`config.mk`:
```
export PLATFORM = sky130hd
export DESIGN_NAME = accAlu
export DESIGN_NICKNAME = d
export VERILOG_FILES = /design/src/rtl/accAluPkg.sv /design/src/rtl/accAluCtrl.sv /design/src/rtl/accAluDatapath.sv /design/src/rtl/accAlu.sv
export SDC_FILE = /design/constraint.sdc
export NUM_CORES = 1
export LEC_CHECK = 0
export BUFFER_PORTS_ARGS = -buffer_cell sky130_fd_sc_hd__buf_4
export CAP_MARGIN = 20
export CORE_AREA = 2 2 60 62
export DETAILED_ROUTE_END_ITERATION = 7
export DIE_AREA = 0 0 62 64
export PLACE_DENSITY_LB_ADDON = 0.05
export SETUP_SLACK_MARGIN = 0.5
export SKIP_LAST_GASP = 1
export SYNTH_ARGS = -nofsm -noshare
export SYNTH_HDL_FRONTEND = slang
export SYNTH_SLANG_ARGS = --single-unit
```
`constraint.sdc`:
```
create_clock -name clk -period 12.8 [get_ports clk]
set_input_delay 3.2 -clock clk [delete_from_list [all_inputs] [get_ports clk]]
set_output_delay 3.2 -clock clk [all_outputs]
set_load 0.01 [all_outputs]
```
`src/rtl/accAluPkg.sv`:
```
package accAluPkg;
  localparam int DATA_W = 8;
  localparam int HALF_W = DATA_W / 2;
  localparam int FLAG_N = 4;
  localparam int PAD_W  = DATA_W - FLAG_N;

  typedef enum logic [3:0] {
    OP_ADD  = 4'd0,
    OP_ADC  = 4'd1,
    OP_SUB  = 4'd2,
    OP_SBC  = 4'd3,
    OP_AND  = 4'd4,
    OP_XOR  = 4'd5,
    OP_OR   = 4'd6,
    OP_CMP  = 4'd7,
    OP_CPL  = 4'd8,
    OP_SETC = 4'd9,
    OP_FLPC = 4'd10,
    OP_LDF  = 4'd11
  } aluOp_e;

  typedef enum logic [1:0] {
    LOG_AND = 2'd0,
    LOG_XOR = 2'd1,
    LOG_OR  = 2'd2
  } logicOp_e;

  typedef struct packed {
    logic z;
    logic n;
    logic h;
    logic c;
  } flags_t;

  typedef struct packed {
    logic     selArith;
    logic     subtract;
    logic     useCarry;
    logic     selLogic;
    logicOp_e logicOp;
    logic     selCpl;
    logic     selCarryOp;
    logic     forceCarry;
    logic     loadFlags;
    logic     updFlags;
    logic     writeAcc;
  } aluCtrl_t;
endpackage

```
`src/rtl/accAluCtrl.sv`:
```
module accAluCtrl
  import accAluPkg::*;
(
  input  logic       opValid,
  input  logic [3:0] opCode,
  output aluCtrl_t   ctrl
);
  always_comb begin
    ctrl = '0;
    ctrl.logicOp = LOG_AND;
    if (opValid) begin
      case (opCode)
        OP_ADD, OP_ADC, OP_SUB, OP_SBC, OP_CMP: begin
          ctrl.selArith = 1'b1;
          ctrl.subtract = (opCode == OP_SUB) || (opCode == OP_SBC) || (opCode == OP_CMP);
          ctrl.useCarry = (opCode == OP_ADC) || (opCode == OP_SBC);
          ctrl.updFlags = 1'b1;
          ctrl.writeAcc = (opCode != OP_CMP);
        end
        OP_AND, OP_XOR, OP_OR: begin
          ctrl.selLogic = 1'b1;
          ctrl.logicOp  = (opCode == OP_AND) ? LOG_AND :
                          (opCode == OP_XOR) ? LOG_XOR : LOG_OR;
          ctrl.updFlags = 1'b1;
          ctrl.writeAcc = 1'b1;
        end
        OP_CPL: begin
          ctrl.selCpl   = 1'b1;
          ctrl.updFlags = 1'b1;
          ctrl.writeAcc = 1'b1;
        end
        OP_SETC, OP_FLPC: begin
          ctrl.selCarryOp = 1'b1;
          ctrl.forceCarry = (opCode == OP_SETC);
          ctrl.updFlags   = 1'b1;
        end
        OP_LDF: begin
          ctrl.loadFlags = 1'b1;
          ctrl.updFlags  = 1'b1;
        end
        default: ;
      endcase
    end
  end
endmodule

```
`src/rtl/accAluDatapath.sv`:
```
module accAluDatapath
  import accAluPkg::*;
(
  input  logic              clk,
  input  logic              rstN,
  input  aluCtrl_t          ctrl,
  input  logic [DATA_W-1:0] accIn,
  input  logic [DATA_W-1:0] operand,
  output logic [DATA_W-1:0] result,
  output logic [DATA_W-1:0] flagByte
);
  flags_t flagQ, flagD;
  logic cin;
  logic [DATA_W:0] addFull, subFull;
  logic [HALF_W:0] addHalf, subHalf;
  logic [DATA_W-1:0] logicRes, resD;

  assign cin = ctrl.useCarry & flagQ.c;

  assign addFull = {1'b0, accIn} + {1'b0, operand} + {{DATA_W{1'b0}}, cin};
  assign subFull = {1'b0, accIn} - {1'b0, operand} - {{DATA_W{1'b0}}, cin};
  assign addHalf = {1'b0, accIn[HALF_W-1:0]} + {1'b0, operand[HALF_W-1:0]}
                 + {{HALF_W{1'b0}}, cin};
  assign subHalf = {1'b0, accIn[HALF_W-1:0]} - {1'b0, operand[HALF_W-1:0]}
                 - {{HALF_W{1'b0}}, cin};

  always_comb begin
    case (ctrl.logicOp)
      LOG_AND: logicRes = accIn & operand;
      LOG_XOR: logicRes = accIn ^ operand;
      default: logicRes = accIn | operand;
    endcase
  end

  always_comb begin
    resD  = accIn;
    flagD = flagQ;
    if (ctrl.selArith) begin
      resD    = ctrl.subtract ? subFull[DATA_W-1:0] : addFull[DATA_W-1:0];
      flagD.z = (resD == '0);
      flagD.n = ctrl.subtract;
      flagD.h = ctrl.subtract ? subHalf[HALF_W] : addHalf[HALF_W];
      flagD.c = ctrl.subtract ? subFull[DATA_W] : addFull[DATA_W];
    end else if (ctrl.selLogic) begin
      resD    = logicRes;
      flagD.z = (resD == '0);
      flagD.n = 1'b0;
      flagD.h = (ctrl.logicOp == LOG_AND);
      flagD.c = 1'b0;
    end else if (ctrl.selCpl) begin
      resD    = ~accIn;
      flagD.n = 1'b1;
      flagD.h = 1'b1;
    end else if (ctrl.selCarryOp) begin
      flagD.n = 1'b0;
      flagD.h = 1'b0;
      flagD.c = ctrl.forceCarry | ~flagQ.c;
    end else if (ctrl.loadFlags) begin
      flagD = flags_t'(operand[DATA_W-1 -: FLAG_N]);
    end
  end

  always_ff @(posedge clk or negedge rstN) begin
    if (!rstN)              flagQ <= '0;
    else if (ctrl.updFlags) flagQ <= flagD;
  end

  assign result   = resD;
  assign flagByte = {flagQ, {PAD_W{1'b0}}};
endmodule

```
`src/rtl/accAlu.sv`:
```
module accAlu
  import accAluPkg::*;
(
  input  logic       clk,
  input  logic       rstN,
  input  logic       opValid,
  input  logic [3:0] opCode,
  input  logic [7:0] accIn,
  input  logic [7:0] operand,
  output logic [7:0] result,
  output logic       accWrite,
  output logic [7:0] flagByte
);
  aluCtrl_t ctrl;

  accAluCtrl uCtrl (
    .opValid (opValid),
    .opCode  (opCode),
    .ctrl    (ctrl)
  );

  accAluDatapath uDp (
    .clk      (clk),
    .rstN     (rstN),
    .ctrl     (ctrl),
    .accIn    (accIn),
    .operand  (operand),
    .result   (result),
    .flagByte (flagByte)
  );

  assign accWrite = ctrl.writeAcc;
endmodule

```
==> metrics.md <==
| Metric | Value |
|---|---|
| CTS resizes | `0` |
| Finished Layout Cells | `353` |
| DRT Pass-1 Iters | `5` |
| Final period util | `70.5%` |
| Worst vdd ir | `roughly 0.044 mV` |
| Critical path's top delay family | `compound AO/OA/AOI/OAI gates` |
| Final worst setup slack | `3.78 ns` |
| First-pass GRT wire length | `between 8000 and 9000 microns` |
| Global Route Usage Sum | `between 20% and 30%` |
| Top layer in use | `met4` |
| Clock Sinks | `4` |
| Crit path top cell by count | `buf_4` |
| Final hold viol count | `0` |
| Vias in the first global route | `around 1.8k` |
| Worst path arrival time | `5.82 ns` |
| Gate power share | `75.6%` |
| DRT iter0 DRCs | `155` |
| Power Internal | `68.0 uW` |
| Count of flip-flops with a built-in enable after synthesis | `0` |
| Max reg flops | `4` |
| P per Cell Area | `roughly 58 mW/mm^2` |
| Clock group share of total power | `12.2%` |
| Min Clock Period, post-route | `between 9 and 10 ns` |
| Total CTS buffers | `3` |
| Async SR Flop Fraction | `100%` |
| Largest net degree at the start of global routing | `24` |
| Max-slew headroom | `51.4%` |
| Total grt overflow | `0` |
| WL per Instance | `14.8 microns` |
| Die W | `62 microns` |
| Routability congestion estimate | `around 0.92` |
| Top post-synthesis cells by area | `ha_1 (19%), inv_1 (5.7%), nand2_1 (5.5%)` |
| Clock root cell | `clkbuf_4` |
| Area Growth Syn to Fin | `13.0%` |
| CP Max Fanout | `12` |
| Final setup fails | `0` |
| FF+latch count, synth | `4` |
| Hold WC Path Type | `flop to flop` |
| WS Path Type | `input port to primary output` |
| Post-DR vias/cell | `5.82` |
| Met1 WL | `between 2000 and 2500 microns` |
| Number of distinct library cells after synthesis | `53` |
| Post-placement setup slack | `3.82 ns` |
| CTS tree | `done` |
| Reg2Reg Setup Slack | `~10 ns` |
| Port Buffers | `35` |
| Sequential power share | `12.3%` |
| Psw | `61.4 uW` |
| Worst EP required | `9.60 ns` |
| CP Launch Type | `input port` |
| Detailed Place HPWL | `roughly 4100 microns` |
| Post-Syn Area | `0.00198 sq mm` |
| # DRC | `0` |
| Worst Path Buf+Inv | `3` |
| Count of antenna-violating nets left after detailed routing | `0` |
| Achievable frequency | `111 MHz` |
| Hold-fix buffers at CTS | `0` |
| Clock skew | `0.00335 ns` |
| Post-synth top area share | `19.0%` |
| Slew Viols, Final | `0` |
| Clock buffer depth | `2` |
| Post-layout util | `68.2%` |
| Clk_lat worst skew | `0.24 ns` |
| Worst setup EP type | `primary output` |
| Setup bufs post-CTS | `0` |
| N_diodes | `0` |
| YS warnings | `0` |
| Ys flop type | `dfrtp_1` |
| Worst path cell trace | `buf_4 > nor2b_1 > nand3_1 > fa_1 > inv_1 > ha_1 > o21ai_0 > a211oi_1 > a31oi_1 > xnor2_1 > mux2i_1 > a21oi_1 > buf_4` |
| Sw Share | `47.4%` |
| Post-Syn Instances | `282` |
| Setup TNS | `0 ns` |
| Area leader, netlist | `ha_1` |
| Initial Utilization | `60.3%` |
| Via Count | `2,055` |
| Final Hold Slack | `0.526 ns` |
| P_leak | `0.00108 uW` |
| Met2 routed WL | `between 2000 and 2500 microns` |
| DRT Wirelength | `5210 microns` |
| Slowest Stage Delay on Critical Path | `around 0.49 ns` |
| Layout cell share with drive strength beyond 1 | `15.3%` |
| Least-Margin Pin Slew | `0.729 ns` |
| Die area | `0.00397 sq mm` |
| # rows | `21` |
| Worst path slowest cell | `fa_1` |
| Core ar. | `approximately 0.0033 sq mm` |
| Final layout net count | `366` |
| Initial antenna violation count | `0` |
| Max-cap viol count | `0` |
| CTS clk-pin slew, worst paths | `about 0.03 ns` |
| Status | `finished, final reports clean` |
| Placed insts | `350` |
| WL met3 | `415 microns` |
| H-tree Lvls | `1` |
| Most frequent cells after synthesis | `ha_1 (30), inv_1 (30), nand2_1 (29)` |
| Seq/Total Area, Yosys | `5.05%` |
| Average size of a mapped cell | `7.02 sq um` |
| RSZ-0062 raised after global routing | `false` |
| Die Y-Extent | `64 microns` |
| # IOs | `40` |
==> cells in the final DEF (no fill, tap or decap), drive strengths merged, types with 2 or more instances in the layout <==
| cell | Yosys | final |
|---|---|---|
| nand2 | 29 | 29 |
| nor3 | 4 | 4 |
| nand2b | 6 | 6 |
| inv | 30 | 30 |
| mux2i | 6 | 6 |
| xnor2 | 12 | 12 |
| nand3b | 3 | 3 |
| o2111ai | 2 | 2 |
| a31oi | 8 | 8 |
| o32ai | 2 | 2 |
| o21a | 3 | 3 |
| dfrtp | 4 | 4 |
| ha | 30 | 30 |
| o22ai | 2 | 2 |
| a21oi | 21 | 21 |
| nand3 | 13 | 13 |
| a211oi | 11 | 11 |
| xor2 | 2 | 2 |
| fa | 4 | 4 |
| o21ai | 25 | 25 |
| o31a | 3 | 3 |
| a21o | 3 | 3 |
| nor2 | 18 | 18 |
| nor2b | 6 | 6 |
| and2 | 2 | 2 |
| clkbuf | 5 | 3 |
| buf | 11 | 35 |
| conb | 1 | 4 |
==> area by class of cell <==
class                   count  area, sq um
repair buffers             35          263
fillers                   317         1050
well taps                  46         57.6
flip-flops and latches      4          100
inverters                  30          113
multi-input cells         235         1680
clock buffers               3         22.5
==> final timing paths <==
path / start / endpoint / depth (start not counted)
worst max register to register: uDp.flagByte[4]$_DFFE_PN0P_ / uDp.flagByte[7]$_DFFE_PN0P_ / 12
worst min-delay path: uDp.flagByte[6]$_DFFE_PN0P_ / uDp.flagByte[6]$_DFFE_PN0P_ / 2
max in group asynchronous: rstN / uDp.flagByte[5]$_DFFE_PN0P_ / 1
worst max-delay path: opValid / result[7] / 13
worst min register to register: uDp.flagByte[6]$_DFFE_PN0P_ / uDp.flagByte[6]$_DFFE_PN0P_ / 2
min in group asynchronous: rstN / uDp.flagByte[4]$_DFFE_PN0P_ / 1
==> worst register-to-register path, stage by stage (launching register included) <==
cell	delay, ns
dfrtp_1	0.38
nor2b_1	0.17
nand3_1	0.16
fa_1	0.49
inv_1	0.11
ha_1	0.14
o21ai_0	0.11
a211oi_1	0.35
a31oi_1	0.15
xnor2_1	0.14
mux2i_1	0.23
nand2_1	0.12
o32ai_2	0.22
==> layer usage <==
layer	vias up	track usage, %
met5	-	0
met4	0	4.52
met3	4	3.64
met2	97	41.1
met1	913	42.8
li1	1041	-
==> stage by stage <==
| stage | cell area, sq um | total power, uW |
|---|---|---|
| after global placement | 2220 | 111 |
| final | 2240 | 129 |
| after floorplan | 1990 | 85.0 |
| after detailed placement | 2220 | 112 |
| after CTS | 2240 | 129 |
| after global routing | 2240 | 141 |
==> power groups by stage <==
stage	sequential, uW	combinational (uW)	clock, uW
floorplan	16.7	68.3	0
global placement	16.0	95.0	0
detailed placement	16.0	95.8	0
CTS	15.8	96.5	16.3
global route	16.1	108	17.0
finish	15.9	97.8	15.7
==> kinds of logic (layout without fill, tap and decap cells) <==
group / Yosys count / in the layout / share of synthesized area, %
compound gates: 89 / 89 / 28.9
simple gates: 87 / 87 / 22.6
buf+inv: 46 / 68 / 10.5
fa+ha+maj: 34 / 34 / 23.0
xor+xnor: 14 / 14 / 6.19
mux: 7 / 7 / 3.60
flops: 4 / 4 / 5.05
other cells: 1 / 4 / 0.189
Note: power is estimated with default switching activity, not from simulation.
